File: src/rtl/pwm_mute_seq.sv
module pwm_mute_seq #(
  parameter int NCH         = 2,
  parameter int NPAIR       = 2,
  parameter int INIT_CYCLES = 500000,
  parameter int PWM_PERIOD  = 64
) (
  input  logic                   clk,
  input  logic                   rst_n,
  input  logic                   pdn_n,
  input  logic                   mute_n,
  input  logic                   clk_ok,
  input  logic                   phase_err,
  input  logic                   pwm_tick,
  input  logic [NCH*NPAIR-1:0]   pwm_in,
  output logic [NCH*NPAIR-1:0]   pwm_p,
  output logic [NCH*NPAIR-1:0]   pwm_m,
  output logic [NCH-1:0]         valid,
  output logic                   sleep
);
  localparam int W    = NCH*NPAIR;
  localparam int ICW  = $clog2(INIT_CYCLES + 1);
  localparam int PCW  = $clog2(PWM_PERIOD + 1);
  localparam int HALF = PWM_PERIOD / 2;

  typedef enum logic [1:0] {S_HOLD, S_INIT, S_RUN} st_t;

  st_t            st;
  logic [ICW-1:0] icnt;
  logic [PCW-1:0] pcnt;
  logic           go1, go2, mu1, mu2, sl1, sl2, quiet;
  logic           en_ok, pd_req, healthy, qwave, in_run, in_init;

  assign en_ok   = rst_n & pdn_n;
  assign pd_req  = ~rst_n & ~pdn_n;
  assign healthy = clk_ok & ~phase_err;
  assign in_run  = (st == S_RUN);
  assign in_init = (st == S_INIT);

  always_ff @(posedge clk or negedge en_ok)
    if (!en_ok) {go1, go2} <= 2'b00;
    else        {go1, go2} <= {1'b1, go1};

  always_ff @(posedge clk or negedge en_ok)
    if (!en_ok) {mu1, mu2} <= 2'b11;
    else        {mu1, mu2} <= {mute_n, mu1};

  always_ff @(posedge clk or posedge pd_req)
    if (pd_req) {sl1, sl2} <= 2'b11;
    else        {sl1, sl2} <= {1'b0, sl1};

  assign sleep = sl2;

  always_ff @(posedge clk or negedge en_ok)
    if (!en_ok) begin
      st   <= S_HOLD;
      icnt <= '0;
    end else begin
      case (st)
        S_HOLD: if (go2 && healthy) begin
          st   <= S_INIT;
          icnt <= '0;
        end
        S_INIT:
          if (!healthy)                             st   <= S_HOLD;
          else if (icnt == ICW'(INIT_CYCLES - 1))   st   <= S_RUN;
          else                                      icnt <= icnt + 1'b1;
        S_RUN:  if (!healthy) st <= S_HOLD;
        default: st <= S_HOLD;
      endcase
    end

  always_ff @(posedge clk or negedge en_ok)
    if (!en_ok)                           pcnt <= '0;
    else if (pwm_tick)                    pcnt <= '0;
    else if (pcnt != PCW'(PWM_PERIOD-1))  pcnt <= pcnt + 1'b1;

  assign qwave = (pcnt < PCW'(HALF));

  always_ff @(posedge clk or negedge en_ok)
    if (!en_ok)        quiet <= 1'b1;
    else if (!in_run)  quiet <= 1'b1;
    else if (pwm_tick) quiet <= ~mu2;

  assign pwm_p = !in_run ? '0 : (quiet ? {W{qwave}}  : pwm_in);
  assign pwm_m = !in_run ? '1 : (quiet ? {W{~qwave}} : ~pwm_in);
  assign valid = {NCH{in_run}};
endmodule


File: config.mk
export PLATFORM = sky130hd
export DESIGN_NAME = pwm_mute_seq
export DESIGN_NICKNAME = d
export VERILOG_FILES = /design/src/rtl/pwm_mute_seq.sv
export SDC_FILE = /design/constraint.sdc
export NUM_CORES = 1
export LEC_CHECK = 0
export ABC_AREA = 1
export BUFFER_PORTS_ARGS = -buffer_cell sky130_fd_sc_hd__buf_2
export CORE_UTILIZATION = 62
export DETAILED_ROUTE_END_ITERATION = 6
export PLACE_DENSITY_LB_ADDON = 0.12
export SETUP_SLACK_MARGIN = 0.2
export SYNTH_ARGS = -nofsm -noshare
export SYNTH_HDL_FRONTEND = slang
export SYNTH_SLANG_ARGS = --single-unit
File: constraint.sdc
create_clock -name clk -period 2.7 [get_ports clk]
set_clock_uncertainty 0.15 [all_clocks]
set_input_delay 0.405 -clock clk [delete_from_list [all_inputs] [get_ports clk]]
set_output_delay 0.405 -clock clk [all_outputs]
set_load 0.01 [all_outputs]
# After elaboration in Yosys (flattened, before gate mapping)

Index checks and enable logic that the tools add are counted.

Reductions and logical operators: 6
Order comparisons: 1
Mux-type cells: 17
Equality and inequality tests: 10
Bitwise operators: 9
$add $sub $neg: 2

Operators by type and width:

| kind                  | count |
|---|---|
| $mux 19               | 3 |
| $pmux 19 s2           | 1 |
| $add 19x1->19 const B | 1 |
| $eq 19x19->1 const B  | 1 |
| $mux 4                | 4 |
| $mux 7                | 2 |
| $ne 2x2->1 const B    | 5 |
| $mux 2                | 4 |
| $add 7x1->7 const B   | 1 |
| $lt 7x6->1 const B    | 1 |
| $ne 7x6->1 const B    | 1 |
| $pmux 2 s3            | 1 |
| $not 1->1             | 5 |
| $not 4->4             | 1 |
| $reduce_and 4->1      | 1 |
| $reduce_bool 2->1     | 2 |
| $and 1x1->1           | 3 |
| $ne 3x2->1 const B    | 1 |
| $reduce_and 3->1      | 1 |
| $eq 2x1->1 const B    | 1 |
| $eq 2x2->1 const B    | 1 |
| $logic_not 2->1       | 1 |
| $mux 1                | 2 |
| $logic_and 1x1->1     | 1 |

Output and inout bits: 11
Input bits: 11
Logic and storage cells: 55
Flip-flop bits (word level): 35

# Logic depth before layout (Yosys ltp)

Word-level depth: 5
Gate-level depth with buffers: 10
Mapped depth without buffers: 10

# Worst setup path before layout

No wires, ideal clock.

Path type: register -> output
From: register st[0]
To: output pwm_p[0]
Cell stages (with the launch flop): 6
Data arrival time: 1.223 ns
Buffers on the path: 0
Setup slack: 0.922 ns
Required time: 2.145 ns
Cells stage by stage: dfrtp_1 -> nor2_1 -> inv_1 -> a21oi_1 -> o21ai_0 -> inv_1

Longest elaborated chain between the ends: 2

RTL lines:

| what                     | line | source |
|---|---|---|
| start: declaration       | 27   | `st_t st;` |
| start signal: assignment | 55   | `st <= S_HOLD;` |
| start signal: assignment | 60   | `st <= S_INIT;` |
| start signal: assignment | 64   | `if (!healthy) st <= S_HOLD;` |
| $eq 2x2->1               | 36   | `assign in_run = (st == S_RUN);` |
| named net in_run         | 31   | `logic en_ok, pd_req, healthy, qwave, in_run, in_init;` |
| $mux 4                   | 84   | `assign pwm_p = !in_run ? '0 : (quiet ? {W{qwave}} : pwm_in);` |
| end: declaration         | 15   | `output logic [NCH*NPAIR-1:0] pwm_p,` |

The timed path passes the listed nets, and every way through them passes these cells.

# Worst setup path in the final report

From: register st[0]
To: output pwm_p[3]

Longest elaborated chain between the ends: 2

RTL lines:

| what       | line |
|---|---|
| $eq 2x2->1 | 36 |
| $mux 4     | 84 |

Every way passes these cells.

==> reports/results.ini <==
[outcome]
status=finished, final reports clean

[timing]
period_share_pct=83.74
hold_violations=0
rsz0062_at_grt=no
slew_viol_final=0
tns_ns=0
layout_min_cycle_time_ns=2.261
finalSetupViolations=0
max_freq_ghz=0.4423

[place]
io_buffers=21
dp_hpwl_um=3042
place.gp.congestion=0.8937

[layout]
drive_above_1_share_pct=13.17
diodes=0
nets=331
final_common_cell=nand2_1
layout_common_cells=nand2_1 (108), nor2_1 (41), inv_1 (33)
areaGrowthSynthToFinish_pct=11.08

[synth]
syn_area_mm2=0.002022
async_flop_share_pct=100.0
avgSynthCellArea_um2=6.996
ys_types=27
synth_top_area_share_pct=37.13
synth.yosys.warnings=0
synth_area_leader_cell=dfrtp_1
synth_seq_cells=35
synth_top_flop_cell=dfrtp_1
synth_seq_area_share_pct=43.63
synth_fp_nets=302
synth_area_leaders=dfrtp_1 (37%), nand2_1 (20%), nor2_1 (7.6%)
synth_edf_count=0
netlist_instances=289

[pwr]
ir_drop_uv=350.1
pwr_density_cell_mw_per_mm2=390.6
p_leak_nw=1.136
power_uw=877.2

[grt]
antenna_found_initial=0
grt_pass1_wl_um=6796
grt_max_degree=34
first_global_vias=1602
grt_overflow_total=0
grt_usage_pct=26.24

[drt]
ant_nets=0
num_vias=1846
drc=0
wl_per_cell_um=11.11
drt_iter0_markers=107
drtPass1Iterations=4
viasPerCell=5.085
drt_wl_total_um=4033

[die]
die-area_mm2=0.003493
rows=20
fp.dieH_um=59.11
chipWidth_um=59.11
io_pins=22
core_area_mm2=0.003078
start_util_pct=65.69

[min_path]
hold_class=input pin to async pin

[critical_path]
start_kind=flop
endpoint_kind=output pin
cp.required_ns=2.14
arrival_ns=1.71
path_max_fanout=6
path_class=flop to output pin
rr_startpoint=icnt[0]
crit_start=st[0]

[clock_tree]
cts_resized=0
htree_levels=2
numCtsBuffers=5
clock_path_buffers=2
cts_tree=done
clk_latency_ns=0.34
cts_root_buf=clkbuf_4
numClockSinks=35
path_clk_slew_ns=0.10

[job]
cap_violations=0

==> worst max-delay path, cell delays in order, from the launching register on <==
cell	delay [ns]
dfrtp_1	0.47
nor2_1	0.21
inv_1	0.08
a21oi_1	0.23
o21ai_0	0.17
inv_1	0.09
buf_2	0.12
==> per-stage QoR <==
step	std cells	setup WS (ns)	utilization [%]	hold WS, ns	instance area (um^2)
floorplan	289	0.9223	-	0.1812	2022
global placement	352	0.9153	70.37	0.1842	2166
detailed placement	352	0.8293	70.37	0.1879	2166
CTS	362	0.4442	72.64	0.0009046	2236
global route	363	0.2303	72.97	0.04849	2246
finish	363	0.4390	72.97	0.008498	2246
==> layer usage <==
layer	wire [um]	share of wire, %	track usage, %	vias up
li1	-	-	-	959
met2	1869	46	41.07	29
met1	1972	49	35.08	849
met5	0	0	0	-
met3	119	3.0	5.459	9
met4	72	1.8	11.90	0
==> registers in the layout, summed over array words and instances, names as in the netlist <==
signal / flops
icnt: 19
pcnt: 7
st: 2
go1: 1
go2: 1
mu1: 1
mu2: 1
quiet: 1
sl1: 1
sleep: 1
==> cell type report <==
class                   count  area (um^2)
repair buffers             26        150.1
clock inverters             1        5.005
inverters                  34        128.9
well taps                  44        55.05
clock buffers               7        45.04
fillers                   261        832.0
flip-flops and latches     35        882.1
multi-input cells         216        979.7
==> power breakdown <==
| group | switching, mW | leakage [nW] | internal [mW] | total (mW) |
|---|---|---|---|---|
| Sequential | 0.00870 | 0.462 | 0.538 | 0.547 |
| Combinational | 0.0393 | 0.646 | 0.0219 | 0.0612 |
| Clock | 0.168 | 0.0293 | 0.101 | 0.269 |
| Total | 0.216 | 1.14 | 0.662 | 0.877 |
==> cells in the mapped netlist, types with 2 or more instances <==
library cell  number
o21ai_0           11
nor3_1             2
a21oi_1            5
nand3_1           21
o21bai_1           2
dfrtp_1           30
nand2_1          108
conb_1             2
ha_1               2
xor2_1             4
or2_2              2
nor2_1            41
nand2_4            2
nand3_2            2
nor4_1             2
dfstp_2            5
inv_1             33
nand4_1            5
buf_4              2
==> cell families (layout without fill, tap and decap cells) <==
logic type	after synthesis	count (layout)	synth area share, %
AO/OA/AOI/OAI	20	20	5.507
XOR/XNOR	5	5	2.166
adder cells (fa/ha/maj)	2	2	1.237
buffers and inverters	38	68	7.920
flip-flops	35	35	43.63
other	2	2	0.3714
AND/OR/NAND/NOR	187	187	39.17
==> worst paths after layout <==
kind                       endpoint  slack [ns]  cells past startpoint
setup / recovery           pwm_p[3]        0.44                      6
hold / removal              pcnt[1]       0.008                      4
setup reg to reg           icnt[11]        0.85                      9
hold reg to reg                 go2        0.21                      0
max in group asynchronous     sleep        1.34                      4
min in group clk            pcnt[6]        0.07                      2
==> timing repair <==
item / in CTS / in global routing
hold buffers: 2 / 1
buffers inserted: 0 / 0
endpoints found under the hold margin: 2 / 1
Power figures use the tool's default switching activity.
